### src/rtl/tmr_cfg_bank.sv
module tmr_cfg_bank #(
  parameter int NCH    = 2,
  parameter int PS_W   = 3,
  parameter int SYNC_W = 2,
  parameter int WG_W   = 3,
  parameter int EV_W   = 8,
  parameter int ADDR_W = 4
) (
  input  logic              clk,
  input  logic              rst_n,
  input  logic [ADDR_W-1:0] bus_addr,
  input  logic [31:0]       bus_wdata,
  input  logic [3:0]        bus_strb,
  input  logic              bus_we,
  output logic [31:0]       bus_rdata,
  output logic              cfg_run,
  output logic [1:0]        cfg_width,
  output logic [PS_W-1:0]   cfg_prescale,
  output logic [SYNC_W-1:0] cfg_presync,
  output logic [NCH-1:0]    cfg_capten,
  output logic [NCH-1:0]    cfg_invert,
  output logic [WG_W-1:0]   cfg_wavegen,
  output logic [EV_W-1:0]   cfg_event
);
  localparam logic [1:0] W_CTRL = 2'd0;
  localparam logic [1:0] W_DRV  = 2'd1;
  localparam logic [1:0] W_WAVE = 2'd2;
  localparam logic [1:0] W_EVT  = 2'd3;
  localparam int B_SRST = 0;
  localparam int B_RUN  = 1;
  localparam int B_WID  = 2;
  localparam int B_PS   = 8;
  localparam int B_SYNC = 12;
  localparam int B_CAP  = 16;

  logic              srst_q, run_q;
  logic [1:0]        wid_q;
  logic [PS_W-1:0]   ps_q;
  logic [SYNC_W-1:0] sync_q;
  logic [NCH-1:0]    cap_q, inv_q;
  logic [WG_W-1:0]   wg_q;
  logic [EV_W-1:0]   ev_q;

  logic [31:0] ctrl_rd, drv_rd, wave_rd, ev_rd;
  logic [31:0] bmask;
  logic [31:0] ctrl_nv, drv_nv, wave_nv, ev_nv;
  logic [1:0]  word;
  logic        open, srst_hit;

  always_comb begin
    ctrl_rd = '0;
    ctrl_rd[B_SRST]             = srst_q;
    ctrl_rd[B_RUN]              = run_q;
    ctrl_rd[B_WID +: 2]         = wid_q;
    ctrl_rd[B_PS +: PS_W]       = ps_q;
    ctrl_rd[B_SYNC +: SYNC_W]   = sync_q;
    ctrl_rd[B_CAP +: NCH]       = cap_q;
    drv_rd  = '0;
    drv_rd[NCH-1:0]  = inv_q;
    wave_rd = '0;
    wave_rd[WG_W-1:0] = wg_q;
    ev_rd   = '0;
    ev_rd[EV_W-1:0]  = ev_q;
  end

  genvar gb;
  generate
    for (gb = 0; gb < 4; gb++) begin : g_mask
      assign bmask[gb*8 +: 8] = {8{bus_strb[gb]}};
    end
  endgenerate

  assign word    = bus_addr[3:2];
  assign open    = !run_q;
  assign ctrl_nv = (ctrl_rd & ~bmask) | (bus_wdata & bmask);
  assign drv_nv  = (drv_rd  & ~bmask) | (bus_wdata & bmask);
  assign wave_nv = (wave_rd & ~bmask) | (bus_wdata & bmask);
  assign ev_nv   = (ev_rd   & ~bmask) | (bus_wdata & bmask);
  assign srst_hit = bus_we && word == W_CTRL && bus_strb[0] && bus_wdata[B_SRST];

  always_ff @(posedge clk or negedge rst_n) begin
    if (!rst_n) begin
      srst_q <= 1'b0;
      run_q  <= 1'b0;
      wid_q  <= '0;
      ps_q   <= '0;
      sync_q <= '0;
      cap_q  <= '0;
      inv_q  <= '0;
      wg_q   <= '0;
      ev_q   <= '0;
    end else if (srst_hit) begin
      srst_q <= 1'b1;
      run_q  <= 1'b0;
      wid_q  <= '0;
      ps_q   <= '0;
      sync_q <= '0;
      cap_q  <= '0;
      inv_q  <= '0;
      wg_q   <= '0;
      ev_q   <= '0;
    end else begin
      srst_q <= 1'b0;
      if (bus_we && word == W_CTRL) begin
        run_q <= ctrl_nv[B_RUN];
        if (open) begin
          wid_q  <= ctrl_nv[B_WID +: 2];
          ps_q   <= ctrl_nv[B_PS +: PS_W];
          sync_q <= ctrl_nv[B_SYNC +: SYNC_W];
          cap_q  <= ctrl_nv[B_CAP +: NCH];
        end
      end
      if (bus_we && open && word == W_DRV)  inv_q <= drv_nv[NCH-1:0];
      if (bus_we && open && word == W_WAVE) wg_q  <= wave_nv[WG_W-1:0];
      if (bus_we && open && word == W_EVT)  ev_q  <= ev_nv[EV_W-1:0];
    end
  end

  always_comb begin
    case (word)
      W_CTRL:  bus_rdata = ctrl_rd;
      W_DRV:   bus_rdata = drv_rd;
      W_WAVE:  bus_rdata = wave_rd;
      default: bus_rdata = ev_rd;
    endcase
  end

  assign cfg_run      = run_q;
  assign cfg_width    = wid_q;
  assign cfg_prescale = ps_q;
  assign cfg_presync  = sync_q;
  assign cfg_capten   = cap_q;
  assign cfg_invert   = inv_q;
  assign cfg_wavegen  = wg_q;
  assign cfg_event    = ev_q;
endmodule

### config.mk
export PLATFORM = sky130hd
export DESIGN_NAME = tmr_cfg_bank
export DESIGN_NICKNAME = d
export VERILOG_FILES = /design/src/rtl/tmr_cfg_bank.sv
export SDC_FILE = /design/constraint.sdc
export NUM_CORES = 1
export LEC_CHECK = 0
export CAP_MARGIN = 0
export CORE_UTILIZATION = 35
export DETAILED_ROUTE_END_ITERATION = 6
export PLACE_DENSITY = 0.81
export RECOVER_POWER = 100
export SETUP_SLACK_MARGIN = 0.02
export SLEW_MARGIN = 20
export SYNTH_ARGS = -nofsm -noshare
export SYNTH_HDL_FRONTEND = slang
export SYNTH_SLANG_ARGS = --single-unit
export TNS_END_PERCENT = 5
### constraint.sdc
create_clock -name clk -period 1.8 [get_ports clk]
set_input_delay 0.36 -clock clk [delete_from_list [all_inputs] [get_ports clk]]
set_output_delay 0.36 -clock clk [all_outputs]
set_load 0.01 [all_outputs]
**Word level (Yosys, flattened, before mapping)**

Cells that the tools add are included.

- Flip-flop bits (word level): 24
- Bits in latches: 0
- Memory bits (writable): 0
- Memory bits (read-only): 0
- Word-level logic and storage cells: 59
- Memories kept: 0

- Add/subtract/negate cells: 0
- Multipliers: 0
- Div/mod/pow operators: 0
- Magnitude comparators: 0
- Equality and inequality tests: 4
- Shifts and indexed selects: 0
- Muxes and demuxes: 22
- Bitwise gates (word level): 10
- Reductions and logical operators: 14

Operators by type and width:

| operator | count |
|---|---|
| one-hot mux 18 bit (3 select lines) | 1 |
| bitwise AND 18 bit | 2 |
| two-way mux 2 bit | 11 |
| NOT 18 bit | 1 |
| bitwise OR 18 bit | 1 |
| two-way mux 8 bit | 2 |
| two-way mux 3 bit | 5 |
| bitwise AND 8 bit | 1 |
| bitwise OR 8 bit | 1 |
| nonzero test 2 bit | 4 |
| logical AND 1 bit | 7 |
| == test 2 bit, second input constant | 2 |
| bitwise AND 3 bit | 1 |
| two-way mux 1 bit | 3 |
| bitwise OR 3 bit | 1 |
| bitwise AND 2 bit | 1 |
| == test 2 x 1 -> 1 bit, second input constant | 1 |
| zero test 2 bit | 1 |
| != test 2 x 1 -> 1 bit, second input constant | 1 |
| bitwise OR 2 bit | 1 |
| AND reduction 2 bit | 1 |
| zero test 1 bit | 1 |

**Logic depth before layout (Yosys ltp)**

Gate-level depths: netlist of run 1.

- Word-level depth: 6
- Gate-level depth with buffers: 5

**Worst setup path before layout of run 1**

OpenSTA, ideal clock, no wires.

- Path kind: in2reg
- Start point: in bus_addr[2]
- End point: reg ps_q[1], in the netlist cfg_prescale[1]
- Setup time: 0.065 ns
- Data arrival time: 1.432 ns
- Data required time: 1.735 ns
- Path slack: 0.303 ns
- Stages: 4
- Buffers on the path: 1
- Path through: buf_6 or4b_4 nor3b_4 a22o_2

- Longest elaborated chain between the ends: 6

RTL lines:

| what | RTL line | RTL |
|---|---|---|
| start, declared | 11 | `input logic [ADDR_W-1:0] bus_addr,` |
| zero test 2 bit * | 79, 104 |  |
| logical AND 1 bit * | 79, 104 |  |
| logical AND 1 bit (2 in series) | 79 | `assign srst_hit = bus_we && word == W_CTRL && bus_strb[0] && bus_wdata[B_SRST];` |
| != test 2 x 1 -> 1 bit (no line) or nonzero test 2 bit (tied branches) | -- |  |
| AND reduction 2 bit (no line) | -- |  |
| end signal, assigned | 108 | `ps_q <= ctrl_nv[B_PS +: PS_W];` |
| end, declared | 38 | `logic [PS_W-1:0] ps_q;` |

Every way passes the cells marked *; elsewhere a longest branch is shown, timed or not.
A chain may end at the register's enable or synchronous reset.

**Worst setup path after layout of run 1**

- Start point: reg wg_q[1], in the netlist cfg_wavegen[1]
- End point: out cfg_wavegen[1]

RTL lines:

| what | RTL line | RTL |
|---|---|---|
| start, declared | 41 | `logic [WG_W-1:0] wg_q;` |
| start signal, assigned | 114 | `if (bus_we && open && word == W_WAVE) wg_q <= wave_nv[WG_W-1:0];` |
| end, declared | 22 | `output logic [WG_W-1:0] cfg_wavegen,` |

No word-level cell between the ends.

==> results of run 1 <==
==> cells in the mapped netlist, types with 2 or more instances <==
library cell  count
clkbuf_1          4
o21ai_0          16
nand2_1           5
buf_4            17
nand2b_1          2
nor2_1            2
a21oi_1          11
mux4_1            2
and3_1            4
a32oi_1           2
dfrtp_1          24
nor2b_1           5
and2_1           10
nand3_1          12
a22o_1            7
a32o_1            2
==> final cells by class <==
cell class	instances	area share
timing repair buffer	81	0.3517
multi-input combinational	108	0.3177
clock buffer	3	0.01934
sequential	24	0.2814
tap	48	0.02814
inverter	1	0.001758
==> sequential cells by signal, summed over array words and instances, names as in the netlist <==
signal,flops
cfg_width,2
cfg_run,1
cfg_event,8
cfg_prescale,3
srst_q,1
cfg_presync,2
cfg_invert,2
cfg_wavegen,3
cfg_capten,2
==> final timing paths <==
kind	from	to	slack, ps	depth (start not counted)
worst max-delay path	cfg_wavegen[1]	cfg_wavegen[1]	40	2
worst min-delay path	cfg_capten[1]	cfg_capten[1]	510	1
max in group asynchronous	rst_n	cfg_presync[0]	780	2
min in group asynchronous	rst_n	cfg_event[1]	630	2
worst max register to register	cfg_run	cfg_presync[1]	150	4
worst min register to register	cfg_capten[1]	cfg_capten[1]	510	1
==> per-layer routing <==
layer / vias up / wire [microns] / global-route usage
met2: 48 / 1726 / 0.2839
met5: - / 0 / 0
met4: 0 / 33 / 0.05000
met1: 594 / 1558 / 0.2318
li1: 631 / - / -
met3: 4 / 219 / 0.02465
==> power groups by stage <==
stage	clock network (mW)	registers, mW	logic, mW
2_1_floorplan	0	0.742	0.225
3_3_place_gp	0	0.702	0.627
3_5_place_dp	0	0.704	0.637
4_1_cts	0.316	0.694	0.625
5_1_grt	0.348	0.702	0.625
6_report	0.310	0.690	0.578
==> timing repair <==
action,4_1_cts,5_1_grt
gates resized for setup,29,8
endpoints found under the hold margin,0,0
setup endpoints to repair,24,22
==> per-stage QoR <==
| step | instance area, sq um | utilization | cells | setup TNS [ps] | hold WS (ps) |
|---|---|---|---|---|---|
| after floorplan | 1444 | - | 157 | 0 | 64.41 |
| after global placement | 2112 | 0.5684 | 262 | -13240 | 502.2 |
| after detailed placement | 2112 | 0.5684 | 262 | -13890 | 504.7 |
| after CTS | 2156 | 0.5801 | 265 | -1655 | 459.7 |
| after global routing | 2135 | 0.5744 | 265 | 0 | 548.0 |
| final | 2135 | 0.5744 | 265 | 0 | 511.4 |
==> kinds of logic after synthesis <==
logic type,after synthesis,synth area share
other,1,0.002710
flip-flops,24,0.4340
buffers and inverters,25,0.1202
multiplexers,4,0.05334
AO/OA/AOI/OAI,39,0.1763
AND/OR/NAND/NOR,48,0.2134
==> reports/metrics.yaml, run 1 <==
status:
  status: "finished, final reports clean"
power:
  cell_internal_pwr_mw: 1.104
  leakagePower_nw: 1.027
  vdd_drop_max_v: 0.0004078
  pwr-share-clk: 0.196
  powerDensity_nw_per_um2: 739.2
  seqPwrFrac: 0.437
  combPwrFrac: 0.367
  finalPower_mw: 1.578
  switchingPower_uw: 474.2
  netSwitchingFraction: 0.3006
worst_setup_path:
  slowest_delay_ps: 600
  startpoint_type: "flip-flop"
  crit_fanout: 2
  crit_chain: "buf_4 -> dlygate4sd3_1"
  endpoint_kind: "primary output"
  worst_ep_required_time_ps: 1440
  path_buf_inv: 2
  crit_family: "buffers and inverters"
  crit_arrival_ps: 1400
  path_class: "reg2out"
  cp_slowest_cell: "dlygate4sd3_1"
yosys:
  synth.ff_latch_count: 24
  ys_top_cells_by_area: "dfrtp_1 (43%), buf_4 (9.2%), o21ai_0 (5.8%)"
  seq_area_frac_synth: 0.4340
  ys_warn_count: 0
  synth_top_area_cell: "dfrtp_1"
  avgSynthCellArea_sq_um: 9.814
  syn-cell-area_sq_um: 1384
  async_flop_share: 1.000
  synthFlopType: "dfrtp_1"
  synth_edf_count: 0
  syn_inst: 141
  synth_cell_type_count: 32
  synth_top_area_share: 0.4340
final_layout:
  fillers: 334
  final_common_cell: "dfrtp_1"
  multi_input_area_sq_um: 678.2
  regArea_sq_um: 600.6
  antennaDiodeCount: 0
  nNetsFinal: 262
  final_cell_mix: "dfrtp_1 (24), dlygate4sd3_1 (23), clkdlybuf4s50_1 (20)"
  drive_above_1_share: 0.1521
  areaGrowthSynthToFinish_pct: 54.25
sta:
  clock_skew_ps: 2.942
  maxSlewHeadroom: 0.5964
  max_freq_mhz: 569.6
  fin_crit_ps: 1756
  finalCritPeriodShare: 0.9754
  finalMaxSlewViolations: 0
  hold_viol_final: 0
  setup_violations: 0
  rsz0062_at_grt: "false"
  worstMarginPinSlew_ps: 605.5
  worst_slack_ps: 44.36
detailed_routing:
  drtIter0Drc: 29
  remaining_drc_errors: 0
  post_drt_wl_per_cell_microns: 13.35
  vias_per_cell: 4.819
  vias: 1277
  drtAntennaViolNets: 0
  dr.pass1.iters: 5
  wl_mm: 3.537
clock_tree:
  postCtsSetupBuffers: 0
  path_clk_slew_ps: 80
  root_buffer: "clkbuf_8"
  ctsHoldBuffers: 0
  cts_tree: "done"
  cts_max_level: 1
  clock_sinks: 24
  numCtsBuffers: 3
  cts_buffer_depth: 2
  insertion_delay_ps: 260
die:
  die_w_microns: 64.88
  dieArea_sq_um: 4209
  die_h_microns: 64.88
  fp.coreArea_sq_um: 3716
  initial_utilization: 0.3724
  rows: 22
  num_io_pins: 98
placement:
  dp_hpwl_mm: 2.774
  place_ws_ps: -697.8
  place_congestion: 0.8605
  port_buffers: 60
global_routing:
  grt_antenna_before_repair: 0
  grt_start_max_net_pins: 25
  grt_overflow_total: 0
  grt_usage: 0.1720
  grt_pass1_vias: 1172
  grt_pass1_wl_mm: 5.609
min_path:
  hold_path_class: "reg2reg"
job:
  drv_cap: 0
Power figures use the tool's default switching activity.
==> inputs of run 2 (changes only) <==
==> constraint.sdc (replaced) <==
create_clock -name clk -period 1.8 [get_ports clk]
set_input_delay 0.36 -clock clk [delete_from_list [all_inputs] [get_ports clk]]
set_output_delay 0.36 -clock clk [all_outputs]
set_load 0.02 [all_outputs]
==> reports/metrics.yaml, run 2 (synthesis results as in run 1) <==
status:
  status: "finished, final reports clean"  # unchanged
final_layout:
  final_cell_mix: "dfrtp_1 (24), clkdlybuf4s50_1 (24), dlygate4sd3_1 (18)"  # was dfrtp_1 (24), dlygate4sd3_1 (23), clkdlybuf4s50_1 (20)
  areaGrowthSynthToFinish_pct: 50.81  # was 54.25%
  largest_reg_flops: 8  # unchanged
  final_area_sq_um: 2087  # was 2135 sq um
  nNetsFinal: 264  # was 262
  drive_above_1_share: 0.1636  # was 0.1521
  final_core_util: 0.5616  # was 0.5744
  antennaDiodeCount: 0  # unchanged
detailed_routing:
  vias: 1359  # was 1277
  post_drt_wl_per_cell_microns: 14.09  # was 13.35 microns
  vias_per_cell: 5.071  # was 4.819
  wl_mm: 3.777  # was 3.537 mm
  drtIter0Drc: 61  # was 29
  drtAntennaViolNets: 0  # unchanged
  remaining_drc_errors: 0  # unchanged
  dr.pass1.iters: 4  # was 5
worst_setup_path:
  crit_chain: "mux4_1 -> clkbuf_2"  # was buf_4 -> dlygate4sd3_1
  cp_slowest_cell: "mux4_1"  # was dlygate4sd3_1
  endpoint_kind: "primary output"  # unchanged
  crit_family: "multiplexers"  # was buffers and inverters
  slowest_delay_ps: 510  # was 600 ps
  r2r.worst_path.cells: 4  # unchanged
  rr_startpoint: "cfg_run"  # unchanged
  worst_ep_required_time_ps: 1440  # about the same
  startpoint_type: "flip-flop"  # unchanged
  path_class: "reg2out"  # unchanged
  rr_endpoint: "cfg_prescale[1]"  # was cfg_presync[1]
  reg2reg_slack_ps: 140  # was 150 ps
  path_buf_inv: 1  # was 2
  crit_fanout: 3  # was 2
  crit_arrival_ps: 1370  # was 1400 ps
sta:
  worst_slack_ps: 72.41  # was 44.36 ps
  finalCritPeriodShare: 0.9598  # was 0.9754
  worstMarginPinSlew_ps: 600.8  # was 605.5 ps
  fin_crit_ps: 1728  # was 1756 ps
  finalSetupTns_ps: 0  # unchanged
  rsz0062_at_grt: "false"  # unchanged
  finalMaxSlewViolations: 0  # unchanged
  maxSlewHeadroom: 0.5995  # was 0.5964
  max_freq_mhz: 578.8  # was 569.6 MHz
  setup_violations: 0  # unchanged
  hold_ws_ps: 513.5  # was 511.4 ps
  hold_viol_final: 0  # unchanged
  clock_skew_ps: 1.771  # was 2.942 ps
power:
  powerDensity_nw_per_um2: 836.8  # was 739.2 nW/um^2
  leakagePower_nw: 0.9900  # was 1.027 nW
  vdd_drop_max_v: 0.0003606  # was 0.0004078 V
global_routing:
  grt_pass1_wl_mm: 6.279  # was 5.609 mm
  grt_start_max_net_pins: 25  # unchanged
  grt_antenna_before_repair: 0  # unchanged
  grt_overflow_total: 0  # unchanged
  grt_usage: 0.1915  # was 0.1720
  grt_pass1_vias: 1316  # was 1172
clock_tree:
  clock_sinks: 24  # unchanged
  insertion_delay_ps: 260  # about the same
  cts_buffer_depth: 2  # unchanged
  cts_tree: "done"  # unchanged
  root_buffer: "clkbuf_8"  # unchanged
  cts_max_level: 1  # unchanged
  numCtsBuffers: 3  # unchanged
  path_clk_slew_ps: 80  # about the same
  postCtsSetupBuffers: 0  # unchanged
die:
  die_w_microns: 64.88  # unchanged
  dieArea_sq_um: 4209  # unchanged
  num_io_pins: 98  # unchanged
  rows: 22  # unchanged
  fp.coreArea_sq_um: 3716  # unchanged
  die_h_microns: 64.88  # unchanged
  initial_utilization: 0.3724  # unchanged
placement:
  dp_hpwl_mm: 2.825  # was 2.774 mm
  port_buffers: 60  # unchanged
  place_congestion: 0.7739  # was 0.8605
  place_ws_ps: -752.9  # was -697.8 ps
  place_area_sq_um: 2115  # was 2112 sq um
min_path:
  min_from: "cfg_capten[0]"  # was cfg_capten[1]
  hold_path_class: "reg2reg"  # unchanged
  whs_path_depth: 1  # unchanged
  min_to: "cfg_capten[0]"  # was cfg_capten[1]
job:
  drv_cap: 0  # unchanged
[run 2: metrics by stage]
stage | total power, mW | cells
2_1_floorplan | 1.075 | 157
3_3_place_gp | 1.442 | 264
3_5_place_dp | 1.454 | 264
4_1_cts | 1.802 | 268
5_1_grt | 1.841 | 268
6_report | 1.746 | 268
[run 2: report_power, final]
part / switching, mW / total [mW] / internal [mW]
clock network: 0.171 / 0.367 / 0.195
registers: 0.0623 / 0.691 / 0.628
logic: 0.366 / 0.689 / 0.324
[run 2: repair_timing]
action / 4_1_cts / 5_1_grt
setup endpoints to repair: 33 / 6
gates cloned: 0 / 0
resized for setup: 54 / 4
hold buffers: 0 / 0
[run 2: worst max-delay path by stage]
stage	startpoint	end	depth (start not counted)
CTS	bus_addr[3]	bus_rdata[3]	6
global route	cfg_prescale[1]	cfg_prescale[1]	1
floorplan	bus_addr[3]	bus_rdata[2]	3
detailed placement	bus_addr[2]	bus_rdata[1]	3
finish	cfg_event[1]	bus_rdata[1]	2
global placement	bus_addr[2]	bus_rdata[1]	3
[run 2: layout make-up]
class                      count  area [sq um]
fill                         340          1629
timing repair buffer          83         696.9
multi-input combinational    108         670.6
sequential                    24         600.6
tap                           48         60.06
clock buffer                   4         55.05
inverter                       1         3.754
[run 2: per-layer routing]
metal	GRT usage	wire, microns	vias to the layer above
met3	0.01761	192	8
met5	0	0	-
met2	0.3177	1873	64
met4	0.06389	63	0
met1	0.2597	1647	652
li1	-	-	635
==> inputs of run 3 (changes only) <==
Settings changed: ABC_AREA set to 1, CORE_UTILIZATION 35 to 37, CTS_CLUSTER_DIAMETER set to 200, PLACE_DENSITY 0.81 to 0.8.
==> reports/metrics.yaml, run 3 <==
status:
  status: "finished, final reports clean"  # unchanged
yosys:
  ys_warn_count: 0  # unchanged
  seq_area_frac_synth: 0.3780  # was 0.4340
  syn-cell-area_sq_um: 1589  # was 1384 sq um
  synth.ff_latch_count: 24  # unchanged
  synth_top_area_share: 0.3780  # was 0.4340
  ys_top_cells_by_area: "dfrtp_1 (38%), nand2_1 (17%), nand3_1 (8.2%)"  # was dfrtp_1 (43%), buf_4 (9.2%), o21ai_0 (5.8%)
  avgSynthCellArea_sq_um: 6.969  # was 9.814 sq um
  syn_inst: 228  # was 141
  synth_edf_count: 0  # unchanged
  async_flop_share: 1.000  # unchanged
  synthTopCellsByCount: "nand2_1 (70), inv_1 (28), nand3_1 (26)"  # was dfrtp_1 (24), buf_4 (17), o21ai_0 (16)
  synth_top_area_cell: "dfrtp_1"  # unchanged
  synth_cell_type_count: 22  # was 32
  synthFlopType: "dfrtp_1"  # unchanged
  synth_most_common_cell: "nand2_1"  # was dfrtp_1
worst_setup_path:
  r2r.worst_path.cells: 6  # was 4
  endpoint_kind: "primary output"  # unchanged
  rr_endpoint: "cfg_capten[0]"  # was cfg_prescale[1]
  rr_startpoint: "cfg_run"  # unchanged
  worst_ep_required_time_ps: 1440  # about the same
  reg2reg_slack_ps: 490  # was 140 ps
  path_class: "in2out"  # was reg2out
  startpoint_type: "primary input"  # was flip-flop
  crit_arrival_ps: 1380  # was 1370 ps
  crit_fanout: 11  # was 3
die:
  rows: 23  # was 22
  die_w_microns: 67.54  # was 64.88 microns
  die_h_microns: 67.54  # was 64.88 microns
  num_io_pins: 98  # unchanged
  dieArea_sq_um: 4561  # was 4209 sq um
  initial_utilization: 0.3916  # was 0.3724
  fp.coreArea_sq_um: 4058  # was 3716 sq um
final_layout:
  final_common_cell: "nand2_1"
  antennaDiodeCount: 0  # unchanged
  areaGrowthSynthToFinish_pct: 41.73  # was 50.81%
  fillers: 387  # was 340
  largest_reg_flops: 8  # unchanged
  final_area_sq_um: 2252  # was 2087 sq um
  final_cell_mix: "nand2_1 (71), inv_1 (29), nand3_1 (27)"  # was dfrtp_1 (24), clkdlybuf4s50_1 (24), dlygate4sd3_1 (18)
  drive_above_1_share: 0.1250  # was 0.1636
  nNetsFinal: 340  # was 264
sta:
  max_freq_mhz: 574.4  # was 578.8 MHz
  hold_viol_final: 0  # unchanged
  fin_crit_ps: 1741  # was 1728 ps
  worst_slack_ps: 59.14  # was 72.41 ps
  maxSlewHeadroom: 0.5936  # was 0.5995
  worstMarginPinSlew_ps: 609.6  # was 600.8 ps
  finalCritPeriodShare: 0.9671  # was 0.9598
  finalSetupTns_ps: 0  # unchanged
  rsz0062_at_grt: "true"  # was false
  hold_ws_ps: 512.4  # was 513.5 ps
  clock_skew_ps: 6.021  # was 1.771 ps
  setup_violations: 0  # unchanged
  finalMaxSlewViolations: 0  # unchanged
placement:
  dp_hpwl_mm: 2.949  # was 2.825 mm
  place_area_sq_um: 2246  # was 2115 sq um
  place_congestion: 0.8832  # was 0.7739
  place_ws_ps: -533.5  # was -752.9 ps
  port_buffers: 60  # unchanged
min_path:
  min_from: "cfg_capten[1]"  # was cfg_capten[0]
  whs_path_depth: 2  # was 1
  hold_path_class: "reg2reg"  # unchanged
  min_to: "cfg_capten[1]"  # was cfg_capten[0]
clock_tree:
  post_cts_resized: 48  # was 54
  postCtsSetupBuffers: 0  # unchanged
  clock_sinks: 24  # unchanged
  numCtsBuffers: 3  # unchanged
  path_clk_slew_ps: 80  # about the same
  cts_buffer_depth: 2  # unchanged
  root_buffer: "clkbuf_8"  # unchanged
  ctsHoldBuffers: 0  # unchanged
  insertion_delay_ps: 270  # was 260 ps
  cts_tree: "done"  # unchanged
  cts_max_level: 1  # unchanged
detailed_routing:
  post_drt_wl_per_cell_microns: 11.58  # was 14.09 microns
  vias: 1645  # was 1359
  drtIter0Drc: 77  # was 61
  drtAntennaViolNets: 0  # unchanged
  remaining_drc_errors: 0  # unchanged
  dr.pass1.iters: 4  # unchanged
  wl_mm: 4.006  # was 3.777 mm
  vias_per_cell: 4.754  # was 5.071
global_routing:
  grt_start_max_net_pins: 29  # was 25
  grt_antenna_before_repair: 0  # unchanged
  grt_overflow_total: 0  # unchanged
  grt_usage: 0.1777  # was 0.1915
  grt_pass1_vias: 1364  # was 1316
  grt_pass1_wl_mm: 6.168  # was 6.279 mm
job:
  drv_cap: 0  # unchanged
power:
  powerDensity_nw_per_um2: 854.2  # was 836.8 nW/um^2
  vdd_drop_max_v: 0.0004389  # was 0.0003606 V
  finalPower_mw: 1.924  # was 1.746 mW
  leakagePower_nw: 1.155  # was 0.9900 nW
run 3: changes by cell type in the layout (fill, tap and decap cells not counted), sizes merged, moves of 11 or more:
cell,delta
a21oi,-11
buf,-13
inv,+29
nand2,+69
nand3,+17
nor2,+17
run 3: worst max path at each step:
stage,cells past startpoint,slack (ps),startpoint,to
detailed placement,6,-530,bus_addr[3],bus_rdata[2]
CTS,6,30,bus_addr[2],bus_rdata[1]
finish,6,60,bus_addr[2],bus_rdata[10]
floorplan,4,490,bus_addr[2],bus_rdata[3]
global placement,6,-520,bus_addr[3],bus_rdata[2]
global route,6,9,bus_addr[2],bus_rdata[10]
run 3: cell type report:
type / count / area, sq um / area share
well taps: 50 / 62.56 / 0.02778
multi-input cells: 167 / 762.0 / 0.3383
flip-flops and latches: 24 / 600.6 / 0.2667
repair buffers: 71 / 659.4 / 0.2928
clock buffers: 4 / 55.05 / 0.02444
inverters: 30 / 112.6 / 0.05000
run 3: where the power goes:
part	switching (mW)	total, mW	internal, mW	leakage [nW]
sequential	0.0974	0.744	0.647	0.314
clock	0.179	0.375	0.195	0.0288
combinational	0.470	0.805	0.335	0.812
total	0.747	1.92	1.18	1.15
run 3: worst max-delay path, cell delays in order:
cell,delay (ps)
dlygate4sd2_1,290
inv_1,90
nand2_1,60
buf_4,180
nor2_1,90
clkdlybuf4s15_1,300
run 3: per-stage QoR:
| step | std cells | utilization |
|---|---|---|
| detailed placement | 342 | 0.5535 |
| global route | 346 | 0.5550 |
| CTS | 346 | 0.5661 |
| floorplan | 244 | - |
| global placement | 342 | 0.5535 |
| finish | 346 | 0.5550 |
run 3: logic make-up after synthesis:
family / count (synthesis) / share of synthesized area
flops: 24 / 0.3780
other cells: 1 / 0.002360
buf+inv: 53 / 0.1803
compound gates: 26 / 0.08426
simple gates: 124 / 0.3551
run 3: routing by layer:
metal,wire length [microns],up-vias,track usage,share of wire
met5,0,-,0,0
met4,43,0,0.03989,0.011
met3,242,6,0.03547,0.060
met2,1889,72,0.2686,0.47
met1,1831,751,0.2578,0.46
li1,-,816,-,-
